==> src/rtl/blsc_pkg.sv <==
`timescale 1ns/1ps
// Shared codes for the byte-lane SRAM controller.
// Assumes AHB-lite transfer-type and size encodings.
package blsc_pkg;
    typedef enum logic [1:0] {
        TR_IDLE   = 2'b00,
        TR_BUSY   = 2'b01,
        TR_NONSEQ = 2'b10,
        TR_SEQ    = 2'b11
    } trans_e;

    localparam logic [2:0] SZ_BYTE = 3'b000;
    localparam logic [2:0] SZ_HALF = 3'b001;
    localparam logic [2:0] SZ_WORD = 3'b010;
endpackage

==> src/rtl/blsc_lane_decode.sv <==
`timescale 1ns/1ps
// Turns a transfer size and byte offset into active-high lane enables.
// A transfer enables lanes only if it fits the word and is naturally aligned;
// anything else enables no lane. Purely combinational.
module blsc_lane_decode #(
    parameter int LANES = 4,
    parameter int OFF_W = 2
) (
    input  logic [2:0]       size,
    input  logic [OFF_W-1:0] offset,
    output logic [LANES-1:0] lane_en
);
    logic             fits;
    logic             aligned;
    logic [OFF_W:0]   span;
    logic [OFF_W:0]   limit;

    // Byte count of the transfer, its alignment and the first lane past it.
    always_comb begin
        fits    = (size <= 3'(OFF_W));
        span    = fits ? ((OFF_W+1)'(1) << size) : '0;
        aligned = ((offset & OFF_W'(span - 1'b1)) == '0);
        limit   = {1'b0, offset} + span;
    end

    // One comparator pair per lane: the lane lies inside [offset, limit).
    for (genvar i = 0; i < LANES; i++) begin : g_lane
        localparam logic [OFF_W:0] IDX = (OFF_W+1)'(i);
        assign lane_en[i] = fits && aligned && ({1'b0, offset} <= IDX) && (IDX < limit);
    end
endmodule

==> src/rtl/blsc_phase_reg.sv <==
`timescale 1ns/1ps
// Holds a write's word address and lane enables from its address phase
// into its data phase. Lanes read as zero when no write is pending.
// Assumes one transfer per cycle (no wait states).
module blsc_phase_reg #(
    parameter int WORD_AW = 13,
    parameter int LANES   = 4
) (
    input  logic               clk,
    input  logic               rst_n,
    input  logic               capture,
    input  logic [WORD_AW-1:0] word_in,
    input  logic [LANES-1:0]   lanes_in,
    output logic [WORD_AW-1:0] dp_word,
    output logic [LANES-1:0]   dp_lanes
);
    // Capture the address phase of a qualified write, clear otherwise.
    always_ff @(posedge clk) begin
        if (!rst_n) begin
            dp_word  <= '0;
            dp_lanes <= '0;
        end else begin
            dp_lanes <= capture ? lanes_in : '0;
            if (capture) dp_word <= word_in;
        end
    end
endmodule

==> src/rtl/blsc_port_mux.sv <==
`timescale 1ns/1ps
// Chooses what drives the shared bank port each cycle.
// Priority: preload, then a pending write data phase, then the live
// address phase (which sets up a read). Purely combinational.
module blsc_port_mux #(
    parameter int WORD_AW = 13,
    parameter int DATA_W  = 32,
    parameter int LANES   = 4
) (
    input  logic               load_en,
    input  logic [WORD_AW-1:0] load_word,
    input  logic [DATA_W-1:0]  load_data,
    input  logic [WORD_AW-1:0] dp_word,
    input  logic [LANES-1:0]   dp_lanes,
    input  logic [WORD_AW-1:0] ap_word,
    input  logic [DATA_W-1:0]  hwdata,
    output logic [WORD_AW-1:0] ram_addr,
    output logic [DATA_W-1:0]  ram_wdata,
    output logic [LANES-1:0]   ram_we_n
);
    // Apply the port priority.
    always_comb begin
        if (load_en) begin
            ram_addr  = load_word;
            ram_wdata = load_data;
            ram_we_n  = '0;
        end else if (|dp_lanes) begin
            ram_addr  = dp_word;
            ram_wdata = hwdata;
            ram_we_n  = ~dp_lanes;
        end else begin
            ram_addr  = ap_word;
            ram_wdata = hwdata;
            ram_we_n  = '1;
        end
    end
endmodule

==> src/rtl/bytelane_sram_ctrl.sv <==
`timescale 1ns/1ps
// Byte-lane SRAM controller for an AHB-lite subordinate port.
// Drives DATA_W/8 byte-wide synchronous single-port banks that share one
// word address. Writes happen in the data phase at the captured address;
// reads address the banks in the address phase so data is ready in the
// data phase. A preload port overrides the bus. Assumes the requester never
// overlaps a read address phase with a write data phase.
module bytelane_sram_ctrl #(
    parameter int ADDR_W    = 32,
    parameter int DATA_W    = 32,
    parameter int MEM_BYTES = 32768
) (
    input  logic                                 clk,
    input  logic                                 rst_n,
    input  logic [ADDR_W-1:0]                    haddr,
    input  logic [1:0]                           htrans,
    input  logic                                 hwrite,
    input  logic [2:0]                           hsize,
    input  logic [DATA_W-1:0]                    hwdata,
    output logic [DATA_W-1:0]                    hrdata,
    output logic                                 hreadyout,
    output logic                                 hresp,
    input  logic                                 load_en,
    input  logic [ADDR_W-1:0]                    load_addr,
    input  logic [DATA_W-1:0]                    load_data,
    output logic [$clog2(MEM_BYTES/(DATA_W/8))-1:0] ram_addr,
    output logic [DATA_W-1:0]                    ram_wdata,
    output logic [DATA_W/8-1:0]                  ram_we_n,
    output logic                                 ram_cs_n,
    input  logic [DATA_W-1:0]                    ram_rdata
);
    import blsc_pkg::*;

    localparam int LANES   = DATA_W / 8;
    localparam int OFF_W   = $clog2(LANES);
    localparam int WORD_AW = $clog2(MEM_BYTES / LANES);
    localparam int ADDR_HI = OFF_W + WORD_AW;

    logic [LANES-1:0]   ap_lanes;
    logic [LANES-1:0]   dp_lanes;
    logic [WORD_AW-1:0] dp_word;
    logic               ap_write;
    logic               unused_addr_bits;

    // A write starts only on a NONSEQ write that is not shadowed by a preload.
    assign ap_write = (htrans == TR_NONSEQ) && hwrite && !load_en;

    blsc_lane_decode #(.LANES(LANES), .OFF_W(OFF_W)) u_decode (
        .size    (hsize),
        .offset  (haddr[OFF_W-1:0]),
        .lane_en (ap_lanes)
    );

    blsc_phase_reg #(.WORD_AW(WORD_AW), .LANES(LANES)) u_phase (
        .clk      (clk),
        .rst_n    (rst_n),
        .capture  (ap_write),
        .word_in  (haddr[ADDR_HI-1:OFF_W]),
        .lanes_in (ap_lanes),
        .dp_word  (dp_word),
        .dp_lanes (dp_lanes)
    );

    blsc_port_mux #(.WORD_AW(WORD_AW), .DATA_W(DATA_W), .LANES(LANES)) u_mux (
        .load_en   (load_en),
        .load_word (load_addr[ADDR_HI-1:OFF_W]),
        .load_data (load_data),
        .dp_word   (dp_word),
        .dp_lanes  (dp_lanes),
        .ap_word   (haddr[ADDR_HI-1:OFF_W]),
        .hwdata    (hwdata),
        .ram_addr  (ram_addr),
        .ram_wdata (ram_wdata),
        .ram_we_n  (ram_we_n)
    );

    // Read data is the bank lanes side by side; no stalls, no errors.
    assign hrdata    = ram_rdata;
    assign hreadyout = 1'b1;
    assign hresp     = 1'b0;
    assign ram_cs_n  = 1'b0;

    // Address bits above the memory and the preload byte offset are not decoded.
    assign unused_addr_bits = ^{haddr[ADDR_W-1:ADDR_HI], load_addr[ADDR_W-1:ADDR_HI],
                                load_addr[OFF_W-1:0]};
endmodule

==> config.mk <==
export PLATFORM = sky130hd
export DESIGN_NAME = bytelane_sram_ctrl
export DESIGN_NICKNAME = d
export VERILOG_FILES = /design/src/rtl/blsc_pkg.sv /design/src/rtl/blsc_lane_decode.sv /design/src/rtl/blsc_phase_reg.sv /design/src/rtl/blsc_port_mux.sv /design/src/rtl/bytelane_sram_ctrl.sv
export SDC_FILE = /design/constraint.sdc
export NUM_CORES = 1
export LEC_CHECK = 0
export ABC_AREA = 1
export BUFFER_PORTS_ARGS = -buffer_cell sky130_fd_sc_hd__buf_2
export CAP_MARGIN = 20
export CORE_AREA = 2 2 98 100
export DETAILED_ROUTE_END_ITERATION = 8
export DIE_AREA = 0 0 100 102
export HOLD_SLACK_MARGIN = 0.02
export PLACE_DENSITY = 0.63
export SYNTH_ARGS = -nofsm -noshare
export SYNTH_HDL_FRONTEND = slang
export SYNTH_SLANG_ARGS = --single-unit
export TNS_END_PERCENT = 5
==> constraint.sdc <==
create_clock -name clk -period 2.6 [get_ports clk]
set_input_delay 0.39 -clock clk [delete_from_list [all_inputs] [get_ports clk]]
set_output_delay 0.39 -clock clk [all_outputs]
set_load 0.02 [all_outputs]
Yosys cells after proc, flatten, opt, wreduce, memory -nomap -nowiden --
Index checks and enable logic that the tools add are counted.
Word-level totals: flip-flop bits (word level) 17, latch bits 0, RAM bits 0, memory bits (read-only) 0, input bits 169, logic and storage cells 36, memories kept 0
Cells by class: add/sub/neg operators 2, $mul 0, divide/modulo/power cells 0, $lt $le $gt $ge 8, equal/unequal tests 1, shift operators 1, muxes and demuxes 6, bitwise logic cells 2, reductions and logical operators 14
Operators with widths (count):
- two-way mux 32 bit | 1
- two-way mux 13 bit | 2
- logical AND 1 bit | 10
- two-way mux 4 bit | 2
- less-than comparator 1 x 3 -> 1 bit, first input constant | 2
- less-than comparator 2 x 3 -> 1 bit, first input constant | 2
- <= comparator 2 x 1 -> 1 bit, second input constant | 2
- inverter 4 bit | 1
- OR reduction 4 bit | 1
- adder 2 x 3 -> 3 bit | 1
- <= comparator 3 x 2 -> 1 bit, second input constant | 1
- two-way mux 3 bit | 1
- << shifter 1 x 3 -> 3 bit, first input constant | 1
- AND 2 bit | 1
- == test 2 bit, second input constant | 1
- <= comparator 2 bit, second input constant | 1
- zero test 2 bit | 1
- AND reduction 2 bit | 1
- subtractor 2 x 1 -> 2 bit, second input constant | 1
- zero test 1 bit | 1

Logic depth before layout (Yosys ltp) --
Gate-level depths: netlist of the first run.
depth in word-level cells 8, gate-level depth with buffers 10, gate-level depth less buffers 10

By module --
A second synthesis of the first run with hierarchy kept.
Second synthesis, totals: cells, all modules 381, area total of the unflattened synthesis 2009.4 um^2
By module, submodules not included:
- blsc_port_mux | times used 1, cells each 208, area an instance 875.8 um^2
- blsc_phase_reg | times used 1, cells each 95, area an instance 658.1 um^2
- bytelane_sram_ctrl | times used 1, cells each 42, area an instance 291.5 um^2
- blsc_lane_decode | times used 1, cells each 36, area an instance 183.9 um^2

Worst setup path before layout of the first run --
No wires, ideal clock.
path type input to register, start point input port hsize[2], end point register u_phase.dp_lanes[0], library setup time 0.113 ns, data arrival time 1.471 ns, slack 1.016 ns, stages 9, cell sequence nor2_2 > nand2_1 > inv_1 > ha_1 > fa_1 > inv_1 > nand3_1 > nor2_1 > nor2_1
Between the ends: word-level cells in the longest chain between the ends 8
RTL lines:
- start: declaration | line bytelane_sram_ctrl.sv:18 | input logic [2:0] hsize,
- branches (longest 7 deep; another with <= comparator 3 x 2 -> 1 bit)
- logical AND 1 bit (*) | line blsc_lane_decode.sv:29 | assign lane_en[i] = fits && aligned && ({1'b0, offset} <= IDX) && (IDX < limit);
- end signal: assignment | line blsc_phase_reg.sv:23 | dp_lanes <= capture ? lanes_in : '0;
- end: declaration | line blsc_phase_reg.sv:15 | output logic [LANES-1:0] dp_lanes
Every way passes the cells marked *. A chain may end at the register's enable or synchronous reset.

Final worst setup path of the first run --
start point register u_phase.dp_lanes[1], end point output port ram_addr[5]
Between the ends: word-level cells in the longest chain between the ends 3
RTL lines:
- OR reduction 4 bit | line blsc_port_mux.sv:27 | end else if (|dp_lanes) begin
- two-way mux 13 bit | line blsc_port_mux.sv:27
- two-way mux 13 bit | line blsc_port_mux.sv:23 | if (load_en) begin
- end: declaration | line bytelane_sram_ctrl.sv:26 | output logic [$clog2(MEM_BYTES/(DATA_W/8))-1:0] ram_addr,
No other way between the ends.

==> results of run 1 <==
[state kept, by name, indices dropped and copies added, names as in the netlist]
signal	flops
u_phase.dp_word	13
u_phase.dp_lanes	4
[placed cells by master (no fill, tap or decap), drive strengths merged]
master	count
buf	153
nand2	122
nor2	56
nand3	17
dfxtp	17
a31oi	13
o21ai	13
inv	12
conb	3
clkbuf	3
ha	2
a21oi	2
fa	1
clkinv	1
[metal layers]
layer / share of wire, % / track usage (%) / vias to the layer above / wire length (um)
met5: 0.74 / 0 / - / 47
met4: 1.6 / 3.372 / 6 / 104
met3: 7.8 / 3.352 / 18 / 495
met2: 52 / 22.87 / 95 / 3312
met1: 38 / 12.03 / 908 / 2415
li1: - / - / 1130 / -
[where the power goes]
group	internal, mW	switching, mW	leakage [nW]
clock	0.106	0.0922	0.0255
combinational	0.140	0.212	1.20
sequential	0.267	0.00326	0.138
total	0.513	0.307	1.37
[worst reg2reg max path, cell delays in order (launching register included)]
cell     delay [ns]
dfxtp_1        0.32
nor2_1         0.10
nor2_1         0.05
[path summary, 6_finish.rpt]
path	startpoint	end	slack (ns)	cells after the start
max	u_phase.dp_lanes[1]	ram_addr[5]	0.57	6
min	haddr[9]	u_phase.dp_word[7]	0.40	3
max reg2reg	u_phase.dp_word[6]	u_phase.dp_word[6]	2.03	2
min reg2reg	u_phase.dp_word[5]	u_phase.dp_word[5]	0.49	2
[synth_stat cells (all sizes together)]
cell,instances
a31oi,13
clkbuf,2
ha,2
o21ai,13
inv,12
conb,2
nor2,56
nand2,122
fa,1
dfxtp,17
a21oi,2
nand3,17
buf,49
[cell families (layout without fill, tap and decap cells)]
group	Yosys count	in the layout	share of synthesized area, %
other	2	3	0.4300
and+or+nand+nor	195	195	43.84
adders and majority gates	3	3	2.579
AOI/OAI and AO/OA	28	28	9.169
buffers and inverters	63	169	24.50
DFF	17	17	19.48
[layout make-up]
type | instances | area, um2 | area share (%)
clock inverters | 1 | 5.005 | 0.2138
clock buffers | 3 | 41.29 | 1.764
repair buffers | 153 | 788.3 | 33.67
inverters | 12 | 45.04 | 1.924
multi-input cells | 229 | 982.2 | 41.96
flip-flops and latches | 17 | 340.3 | 14.54
well taps | 111 | 138.9 | 5.933
==> results.json, run 1 <==
{
  "status": "complete, no violations",
  "areaGrowthSynthToFinish_pct": 34.03,
  "vdd_drop_max_mv": 0.2006,
  "via_per_inst": 4.101,
  "crit_top_cell": "nand2_1",
  "cp-end-kind": "output port",
  "synth_area_leaders": "nand2_1, dfxtp_1, buf_4, nor2_1, nand3_1",
  "wire_per_inst_um": 12.12,
  "hold_viol_final": 0,
  "cts_tree": "done",
  "htree_num_levels": 1,
  "wl_um": 6376,
  "cp_max_fo": 14,
  "cp-start-kind": "flip-flop",
  "fill_cells": 1049,
  "hold_ws_ns": 0.4009,
  "firstDrtPassIters": 4,
  "start_util_pct": 19.18,
  "overflow": 0,
  "fin_cells": 526,
  "fin_ws_ns": 0.5715,
  "critPathBufInv": 2,
  "drt_iter0_markers": 42,
  "fin_worst_skew_ns": 0,
  "hp-class": "input port to flip-flop",
  "final_util_pct": 25.70,
  "cts_buffer_depth": 2,
  "syn_avg_cell_area_um2": 5.671,
  "grt_pass1_vias": 1963,
  "core_um2": 9109,
  "p_per_area_nw_per_um2": 350.7,
  "cts_hold_buf": 0,
  "setup_viol": 0,
  "clock_latency_ns": 0.25,
  "cp.arrival_ns": 1.64,
  "hpwl_um": 5222,
  "cp_slowest_cell": "nand2_1",
  "finalCritPeriodShare_pct": 78.02,
  "synth_top_cell_by_area": "nand2_1",
  "grt_pass1_wl_um": 9404,
  "dieArea_um2": 10200,
  "die_h_um": 102,
  "cts.sinks": 17,
  "crit_type": "flip-flop to output port",
  "clk_pin_slew_worst_paths_ns": 0.07,
  "ioPinCount": 253,
  "rsz0062_at_grt": "false",
  "grt_max_degree": 38,
  "syn_inst": 308,
  "required_ns": 2.21,
  "fp.dieW_um": 100,
  "rows": 35,
  "cellLeakagePower_nw": 1.367,
  "critPathMaxStageDelay_ns": 0.36,
  "n_antenna_cell": 0,
  "dp_cells": 522,
  "drv_cap": 0,
  "ant_nets": 0,
  "cts_buffers": 3,
  "p_total_mw": 0.8209,
  "ys_ff_latch": 17,
  "synth.top_cell.area_share_pct": 26.00,
  "critical_path.top_delay_family": "simple AND/OR/NAND/NOR gates",
  "root_buffer": "clkbuf_8",
  "report.final.slew_viol_count": 0,
  "drive_gt1_share_pct": 39.76,
  "syn-cell-area_um2": 1747,
  "antenna_found_initial": 3,
  "yosysUniqueCellTypes": 20,
  "design_area_um2": 2341,
  "nets": 588,
  "place_congestion": 0.7479,
  "ys_warn_count": 0,
  "finalSetupTns_ns": 0,
  "cts_resized": 0,
  "cp_cell_sequence": "nor2_2 > buf_4 > nand2_1 > nand2_1 > a31oi_1 > buf_2",
  "drc": 0,
  "dpl_cell_area_um2": 2295,
  "post_cts_buffers": 0,
  "min_period_ns": 2.028,
  "place_ws_ns": 0.7112,
  "vias": 2157,
  "fmax_mhz": 493.0,
  "yosysSeqAreaShare_pct": 19.48,
  "portBuffers": 149,
  "grt_usage_pct": 11.66
}
Note: power is estimated with default switching activity, not from simulation.
==> inputs of run 2 (changes only) <==
Settings changed: PLACE_DENSITY 0.63 to 0.65.
Clock period 2.6 ns to 1.66 ns, I/O delays scaled along.
==> results.json, run 2 (synthesis gave the netlist of run 1 again) <==
{
  "grt_pass1_vias": 1959,
  "portBuffers": 149,
  "dp_cells": 524,
  "die_h_um": 102,
  "cellLeakagePower_nw": 1.442,
  "final_cell_mix": "buf_2, nand2_1, nor2_1",
  "place_ws_ns": 0.02380,
  "vias": 2267,
  "regMostFlops": "u_phase.dp_word",
  "firstDrtPassIters": 4,
  "design_area_um2": 2479,
  "start_util_pct": 19.18,
  "rows": 35,
  "overflow": 0,
  "report.final.slew_viol_count": 0,
  "dpl_cell_area_um2": 2310,
  "drv_cap": 0,
  "crit_type": "flip-flop to output port",
  "status": "complete, no violations",
  "final_util_pct": 27.21,
  "grt_usage_pct": 11.02,
  "areaGrowthSynthToFinish_pct": 41.91,
  "cp-end-kind": "output port",
  "grt_pass1_wl_um": 8907,
  "drive_gt1_share_pct": 42.86,
  "ant_nets": 0,
  "clk_pin_slew_worst_paths_ns": 0.08,
  "htree_num_levels": 1,
  "antenna_found_initial": 2,
  "dieArea_um2": 10200,
  "rsz0062_at_grt": "true",
  "grt_max_degree": 33,
  "cts_buffers": 3,
  "wire_per_inst_um": 12.29,
  "nets": 593,
  "wl_um": 6526,
  "root_buffer": "clkbuf_8",
  "reg_top3": "u_phase.dp_word (13), u_phase.dp_lanes (4)",
  "clock_latency_ns": 0.25,
  "fmax_mhz": 609.0,
  "core_um2": 9109,
  "hpwl_um": 5073,
  "mostFrequentLayoutCell": "buf_2",
  "cp-start-kind": "flip-flop",
  "p_per_area_nw_per_um2": 531.1,
  "place_congestion": 0.6662,
  "cts_tree": "done",
  "fin_cells": 531,
  "setup_viol": 0,
  "drt_iter0_markers": 42,
  "vdd_drop_max_mv": 0.2427,
  "cts_hold_buf": 0,
  "n_antenna_cell": 0,
  "drc": 0,
  "fin_worst_skew_ns": 0,
  "min_period_ns": 1.642,
  "fp.dieW_um": 100,
  "hp-class": "input port to flip-flop",
  "cts.sinks": 17,
  "cts_buffer_depth": 2,
  "via_per_inst": 4.269,
  "cp.arrival_ns": 1.39,
  "hold_viol_final": 0,
  "required_ns": 1.41,
  "ioPinCount": 253,
  "p_total_mw": 1.316,
  "largest_register_ffs": 13,
  "cp_max_fo": 7,
  "finalCritPeriodShare_pct": 98.91,
  "fin_ws_ns": 0.01807
}
## run 2: changes by cell type in the layout (fill, tap and decap cells not counted), sizes merged
cell	change
buf	+5
## run 2: what timing repair did
item	CTS	global route
setup buffers	0	1
setup endpoints to repair	13	13
pin swaps	1	15
cloned	1	1
resized for setup	5	26
## run 2: report_power, final
| part | leakage, nW | total [mW] | switching (mW) | internal [mW] |
|---|---|---|---|---|
| registers | 0.139 | 0.424 | 0.00510 | 0.419 |
| clock network | 0.0255 | 0.322 | 0.155 | 0.167 |
| logic | 1.28 | 0.571 | 0.336 | 0.235 |
## run 2: final cells by class
cell class              instances  area (um2)
clock buffers                   3       41.29
well taps                     111       138.9
flip-flops and latches         17       342.8
fillers                      1019        6630
repair buffers                158       870.8
clock inverters                 1       5.005
inverters                      12       45.04
multi-input cells             229        1035
## run 2: worst paths after layout
kind	from	end	slack, ns	cells after the start
max	u_phase.dp_lanes[1]	ram_addr[1]	0.02	5
min reg2reg	u_phase.dp_word[1]	u_phase.dp_word[1]	0.49	2
min	haddr[4]	u_phase.dp_word[2]	0.26	3
max reg2reg	u_phase.dp_word[0]	u_phase.dp_word[0]	1.09	2
## run 2: per-stage QoR
step | hold slack [ns] | TNS, ns
CTS | 0.2493 | -0.005374
finish | 0.2598 | 0
detailed placement | 0.4724 | 0
global route | 0.2656 | -0.2464
global placement | 0.4637 | 0
floorplan | 0.3847 | 0
## run 2: routing by layer
| metal | routed length [um] | part of all wire [%] | vias to the layer above | track usage [%] |
|---|---|---|---|---|
| met5 | 12 | 0.18 | - | 0 |
| met4 | 173 | 2.7 | 2 | 4.320 |
| met3 | 518 | 7.9 | 22 | 2.668 |
| met2 | 3253 | 50 | 112 | 20.69 |
| met1 | 2568 | 39 | 991 | 11.95 |
| li1 | - | - | 1140 | - |
## run 2: worst max-delay path, stage by stage (launching register included)
cell,delay [ns]
dfxtp_2,0.34
nor2_4,0.21
buf_8,0.18
nand3_2,0.07
a31oi_1,0.15
buf_2,0.19
